[src/rtl/frs_pkg.sv]
package frs_pkg;
  localparam int FRS_NUM_W  = 16;
  localparam int FRS_DEN_W  = 32;
  localparam int FRS_PDIV_W = 8;

  typedef enum logic [1:0] {
    FRS_OK     = 2'd0,
    FRS_BYPASS = 2'd1,
    FRS_ERR    = 2'd2
  } frs_mode_e;
endpackage

[src/rtl/frs_edge_cond.sv]
module frs_edge_cond (
  input  logic clk_i,
  input  logic rst_ni,
  input  logic clear_i,
  input  logic ref_i,
  input  logic invert_i,
  output logic edge_o
);
  logic lvl, lvl_q;

  assign lvl    = ref_i ^ invert_i;
  assign edge_o = lvl & ~lvl_q & ~clear_i;

  // reset high: a level already active after reset is not an edge
  always_ff @(posedge clk_i or negedge rst_ni) begin
    if (!rst_ni) lvl_q <= 1'b1;
    else         lvl_q <= lvl;
  end


  edge_single_chk: assert property (@(posedge clk_i) disable iff (!rst_ni)
    edge_o |=> !edge_o);
endmodule

[src/rtl/frs_predivider.sv]
module frs_predivider #(
  parameter int PDIV_W = frs_pkg::FRS_PDIV_W
) (
  input  logic              clk_i,
  input  logic              rst_ni,
  input  logic              clear_i,
  input  logic              evt_i,
  input  logic [PDIV_W-1:0] pdiv_i,
  output logic              evt_o
);
  logic [PDIV_W-1:0] cnt_q;
  logic              pass;
  logic              wrap;

  assign pass  = (pdiv_i <= PDIV_W'(1));
  assign wrap  = (cnt_q == pdiv_i - PDIV_W'(1));
  assign evt_o = evt_i & ~clear_i & (pass | wrap);

  always_ff @(posedge clk_i or negedge rst_ni) begin
    if (!rst_ni)               cnt_q <= '0;
    else if (clear_i || pass)  cnt_q <= '0;
    else if (evt_i)            cnt_q <= wrap ? '0 : cnt_q + PDIV_W'(1);
  end


  pdiv_cnt_range_chk: assert property (@(posedge clk_i) disable iff (!rst_ni)
    (!pass && !clear_i) |-> (cnt_q < pdiv_i));
endmodule

[src/rtl/frs_cfg_guard.sv]
module frs_cfg_guard
  import frs_pkg::*;
#(
  parameter int NUM_W  = FRS_NUM_W,
  parameter int DEN_W  = FRS_DEN_W,
  parameter int PDIV_W = FRS_PDIV_W
) (
  input  logic              clk_i,
  input  logic              rst_ni,
  input  logic              clr_i,
  input  logic [NUM_W-1:0]  num_i,
  input  logic [DEN_W-1:0]  den_i,
  input  logic [PDIV_W-1:0] pdiv_i,
  input  logic              invert_i,
  output logic              clear_o,
  output frs_mode_e         mode_o,
  output logic              err_o
);
  localparam int CFG_W = NUM_W + DEN_W + PDIV_W + 1;

  logic [CFG_W-1:0] cfg, cfg_q;
  logic [DEN_W-1:0] num_ext;

  assign cfg     = {num_i, den_i, pdiv_i, invert_i};
  assign num_ext = DEN_W'(num_i);
  assign clear_o = clr_i | (cfg != cfg_q);

  always_comb begin
    if (den_i == '0)                                      mode_o = FRS_ERR;
    else if (num_ext == DEN_W'(1) && den_i == DEN_W'(1))  mode_o = FRS_BYPASS;
    else if (num_ext >= den_i)                            mode_o = FRS_ERR;
    else                                                  mode_o = FRS_OK;
  end

  always_ff @(posedge clk_i or negedge rst_ni) begin
    if (!rst_ni) begin
      cfg_q <= '0;
      err_o <= 1'b0;
    end else begin
      cfg_q <= cfg;
      err_o <= (mode_o == FRS_ERR);
    end
  end


  cfg_change_clears_chk: assert property (@(posedge clk_i) disable iff (!rst_ni)
    !$stable(cfg) |-> clear_o);
endmodule

[src/rtl/frs_accum.sv]
module frs_accum
  import frs_pkg::*;
#(
  parameter int NUM_W = FRS_NUM_W,
  parameter int DEN_W = FRS_DEN_W
) (
  input  logic             clk_i,
  input  logic             rst_ni,
  input  logic             clear_i,
  input  frs_mode_e        mode_i,
  input  logic             evt_i,
  input  logic [NUM_W-1:0] num_i,
  input  logic [DEN_W-1:0] den_i,
  output logic             evt_o
);
  logic [DEN_W-1:0] acc_q;
  logic [DEN_W:0]   sum;
  logic             hit;

  // acc < D and N < D, so sum < 2D fits in DEN_W+1 bits
  assign sum = {1'b0, acc_q} + (DEN_W + 1)'(num_i);
  assign hit = (sum >= {1'b0, den_i});

  always_ff @(posedge clk_i or negedge rst_ni) begin
    if (!rst_ni) begin
      acc_q <= '0;
      evt_o <= 1'b0;
    end else if (clear_i || mode_i != FRS_OK) begin
      acc_q <= '0;
      evt_o <= evt_i && !clear_i && (mode_i == FRS_BYPASS);
    end else if (evt_i) begin
      acc_q <= hit ? DEN_W'(sum - {1'b0, den_i}) : sum[DEN_W-1:0];
      evt_o <= hit;
    end else begin
      evt_o <= 1'b0;
    end
  end


  acc_below_den_chk: assert property (@(posedge clk_i) disable iff (!rst_ni)
    (mode_i == FRS_OK && !clear_i) |-> (acc_q < den_i));


  clear_no_out_chk: assert property (@(posedge clk_i) disable iff (!rst_ni)
    clear_i |=> !evt_o);
endmodule

[src/rtl/frac_rate_scaler.sv]
module frac_rate_scaler
  import frs_pkg::*;
#(
  parameter int NUM_W  = FRS_NUM_W,
  parameter int DEN_W  = FRS_DEN_W,
  parameter int PDIV_W = FRS_PDIV_W
) (
  input  logic              clk_i,
  input  logic              rst_ni,
  input  logic              clr_i,
  input  logic              ref_i,
  input  logic              invert_i,
  input  logic [PDIV_W-1:0] pdiv_i,
  input  logic [NUM_W-1:0]  num_i,
  input  logic [DEN_W-1:0]  den_i,
  output logic              evt_o,
  output logic              cfg_err_o
);
  logic      clear;
  logic      edge_evt;
  logic      div_evt;
  frs_mode_e mode;

  frs_cfg_guard #(.NUM_W(NUM_W), .DEN_W(DEN_W), .PDIV_W(PDIV_W)) u_guard (
    .clk_i, .rst_ni, .clr_i, .num_i, .den_i, .pdiv_i, .invert_i,
    .clear_o(clear), .mode_o(mode), .err_o(cfg_err_o)
  );

  frs_edge_cond u_edge (
    .clk_i, .rst_ni, .clear_i(clear), .ref_i, .invert_i, .edge_o(edge_evt)
  );

  frs_predivider #(.PDIV_W(PDIV_W)) u_pdiv (
    .clk_i, .rst_ni, .clear_i(clear), .evt_i(edge_evt), .pdiv_i, .evt_o(div_evt)
  );

  frs_accum #(.NUM_W(NUM_W), .DEN_W(DEN_W)) u_acc (
    .clk_i, .rst_ni, .clear_i(clear), .mode_i(mode), .evt_i(div_evt),
    .num_i, .den_i, .evt_o
  );


  out_needs_event_chk: assert property (@(posedge clk_i) disable iff (!rst_ni)
    evt_o |-> $past(div_evt));


  err_blocks_out_chk: assert property (@(posedge clk_i) disable iff (!rst_ni)
    cfg_err_o |-> !evt_o);


  reset_quiet_chk: assert property (@(posedge clk_i)
    !rst_ni |-> (!evt_o && !cfg_err_o));
endmodule

[config.mk]
export PLATFORM = sky130hd
export DESIGN_NAME = frac_rate_scaler
export DESIGN_NICKNAME = d
export VERILOG_FILES = /design/src/rtl/frs_pkg.sv /design/src/rtl/frs_edge_cond.sv /design/src/rtl/frs_predivider.sv /design/src/rtl/frs_cfg_guard.sv /design/src/rtl/frs_accum.sv /design/src/rtl/frac_rate_scaler.sv
export SDC_FILE = /design/constraint.sdc
export NUM_CORES = 1
export LEC_CHECK = 0
export BUFFER_PORTS_ARGS = -buffer_cell sky130_fd_sc_hd__buf_4
export CORE_MARGIN = 10
export CORE_UTILIZATION = 55
export DETAILED_ROUTE_END_ITERATION = 12
export PLACE_DENSITY = 0.76
export SLEW_MARGIN = 5
export SYNTH_ARGS = -nofsm -noshare
export SYNTH_HDL_FRONTEND = slang
export SYNTH_HIERARCHICAL = 1
export SYNTH_SLANG_ARGS = --single-unit
export TNS_END_PERCENT = 50
[constraint.sdc]
create_clock -name clk_i -period 4.9 [get_ports clk_i]
set_input_delay 0.245 -clock clk_i [delete_from_list [all_inputs] [get_ports clk_i]]
set_output_delay 0.245 -clock clk_i [all_outputs]
set_load 0.02 [all_outputs]
==> flow_summary.toml <==
[finish]
drive_above_1_share_pct = 22.4
multi_input_area_um2 = 5030
fillCellCount = 1081
fin_nets = 1154
regArea_um2 = 2500
area_growth_pct = 25.1
diodes = 0

[worst_setup_path]
worstSetupPathType = "flop to flop"
cp.arrival_ns = 5.14
critPathRequiredTime_ns = 5.12
crit_fanout = 9
cp-start-kind = "flop"
cp-end-kind = "flop"

[floorplan]
pin_count = 63
rows = 43
dieArea_um2 = 19200
start_util_pct = 55.8
die_x_um = 138
chipHeight_um = 138
design.core.area_um2 = 13800

[placement]
place_congestion = 0.954
dp_slack_ns = -0.384
io_buffers = 62
post-dp-hpwl_mm = 18.2

[timing]
finalHoldViolations = 0
setup_ws_ns = -0.0212
fin_crit_ns = 4.92
tightest_slew_ns = 0.776
rsz0062_at_grt = "yes"
fin_skew_ns = 0.0108
finalCritPeriodShare_pct = 100
fmax_mhz = 203
fin_hold_ws_ns = 0.0413
setup_viol = 3
drv_slew = 0
slew-limit-headroom_pct = 47.8

[global_routing]
grt_max_degree = 62
grt_pass1_wl_mm = 36.2
grt_util_all_layers_pct = 23.0
grt_pass1_vias = 6945
grt_remaining_overflow = 0
antenna_found_initial = 1

[pwr]
vdd_drop_max_mv = 0.154
power_density_nw_per_um2 = 205
leakagePower_nw = 4.70

[run_status]
outcome = "finished with violations"
violations = "negative setup slack"

[synthesis]
ys.flop_type = "dfrtp_1"
syn_avg_cell_area_um2 = 8.93
synth_top_area_cell = "dfrtp_1"
async_flop_share_pct = 100
synthDistinctLibCells = 71
synth.top_cell.area_share_pct = 32.1
synth_edf_count = 0
synthCells = 864
synthTopCellsByArea = "dfrtp_1 (32%), ha_1 (11%), xnor2_1 (8.4%)"
syn_area_um2 = 7710
synth_seq_cells = 100
ys_seq_area_share_pct = 32.5
synth_nets = 994
ys_warn_count = 6

[run]
drv_cap = 0

[clock_network]
clk_pin_slew_worst_paths_ns = 0.07
cts_buffers = 9
clockBufferDepth = 2
cts_max_level = 3
cts_tree = "done"
worstSkewPairLatency_ns = 0.34
ctsRootBufferMaster = "clkbuf_16"
cts_sinks = 100

[drt]
first_pass_iters = 6
via_per_inst = 5.98
drc = 0
detail_route.wirelength_mm = 23.8
antenna_left = 0
routedWlPerCell_um = 19.7
via_count = 7226
drt_iter0_drc = 752

[worst_hold_path]
min_path_type = "input pin to flop"
per-stage QoR:
stage	power [mW]	area, um2	util (%)	TNS, ns	cells
6_report	1.98	9650	69.8	-0.0281	1209
5_1_grt	2.06	9650	69.8	-4.86	1209
4_1_cts	1.97	9420	68.1	0	1197
3_5_place_dp	1.28	9000	65.1	-9.85	1176
3_3_place_gp	1.27	9000	65.1	-6.72	1176
2_1_floorplan	1.10	7730	-	0	864
flip-flops by register name (all words and copies together), names as in the netlist:
signal and cells:
u_acc/acc_q 32, u_acc/evt_o 1, u_edge/lvl_q 1, u_guard/cfg_q 57, u_guard/err_o 1, u_pdiv/cnt_q 8
timing repair:
item | 4_1_cts | 5_1_grt
setup buffers | 4 | 10
endpoints found under the setup margin | 32 | 33
gates cloned | 0 | 2
hold buffers | 1 | 0
pin swaps | 8 | 15
endpoints found under the hold margin | 39 | 0
gates resized for setup | 19 | 29
critical path, cell delays in order, from the launching register on:
cell and delay (ns):
dfrtp_1 0.39, ha_1 0.33, buf_6 0.13, a21o_1 0.17
or3_4 0.39, o2111ai_4 0.22, a31oi_4 0.12, o211ai_2 0.20
buf_4 0.16, nand2_4 0.08, nand3_2 0.10, nor2_2 0.06
xnor2_1 0.14, ha_1 0.35, nand4_1 0.14, or3_1 0.34
nor4_2 0.24, nand2_1 0.18, a31oi_4 0.26, a2111oi_4 0.09
buf_6 0.16, clkbuf_16 0.16, a32oi_1 0.26, nand3_1 0.11
synth_stat cells, drive strengths merged, types with 10 or more instances:
| cell type | instances |
|---|---|
| nand2b | 15 |
| inv | 81 |
| a21o | 27 |
| o21ai | 42 |
| a21oi | 60 |
| nand4 | 23 |
| nor4 | 20 |
| a221o | 10 |
| dfrtp | 99 |
| ha | 67 |
| nor2 | 56 |
| nand3 | 15 |
| nand2 | 60 |
| xnor2 | 74 |
| xor2 | 35 |
| nor3 | 21 |
cells by family after synthesis:
| group | after synthesis | share of synthesized area (%) |
|---|---|---|
| flops | 100 | 32.5 |
| xor+xnor | 109 | 12.4 |
| buf+inv | 96 | 5.11 |
| mux | 7 | 0.908 |
| compound gates | 224 | 20.0 |
| fa+ha+maj | 69 | 11.4 |
| simple gates | 259 | 17.8 |
placed cells by master, fill, tap and decap left out, drive strengths merged, types with 3 or more instances in the layout:
master   Yosys  routed
a2111oi      4       4
a32oi        3       3
ha          67      67
xnor2       74      74
o2bb2ai      7       7
inv         81      85
a31oi        9       9
nand3       15      15
a221o       10      10
buf          8     161
a21oi       60      60
nor2b        9       9
o31ai        4       4
and2         7       7
nor3        21      21
and3         9       9
nand2b      15      15
a21o        27      27
mux2i        7       7
o21ba        3       3
dfrtp       99      99
nor2        56      56
clkbuf       7      13
o21bai       6       6
o211ai       4       4
a22o         8       8
nand2       60      60
or4          3       3
xor2        35      35
o21a         5       5
o22ai        9       9
nand3b       3       3
o2111ai      3       3
a211oi       6       6
o21ai       42      42
nor4        20      20
nand4       23      23
nor4b        3       3
or3          6       6
metal layers:
metal  GRT usage, %  share of wire (%)  up-vias
li1               -                  -     3417
met1           31.6                 45     3475
met2           36.7                 46      296
met3           3.18                6.2       38
met4           6.77                2.4        0
met5              0                  0        -
power breakdown:
group / switching, mW / internal [mW] / total [mW]
clock network: 0.331 / 0.366 / 0.697
registers: 0.0114 / 0.850 / 0.861
logic: 0.240 / 0.182 / 0.422
total: 0.582 / 1.40 / 1.98
worst paths after layout:
kind	startpoint	cells after the start	to	slack, ns
max in group asynchronous	rst_ni	3	u_acc/acc_q[27]	3.29
worst min-delay path	invert_i	1	u_guard/cfg_q[0]	0.04
worst max-delay path	u_acc/acc_q[5]	23	u_acc/acc_q[24]	-0.02
worst min register to register	u_acc/acc_q[8]	2	u_acc/acc_q[8]	0.49
worst max register to register	u_acc/acc_q[5]	23	u_acc/acc_q[24]	-0.02
min in group asynchronous	rst_ni	2	u_guard/cfg_q[13]	0.43
final cells by class:
cell class              instances  share of cell area, %
well taps                     180                   2.33
flip-flops and latches        100                   25.9
inverters                      81                   3.15
clock inverters                 5                  0.415
multi-input cells             668                   52.1
clock buffers                  11                   2.51
repair buffers                164                   13.6
Note: power is estimated with default switching activity, not from simulation.
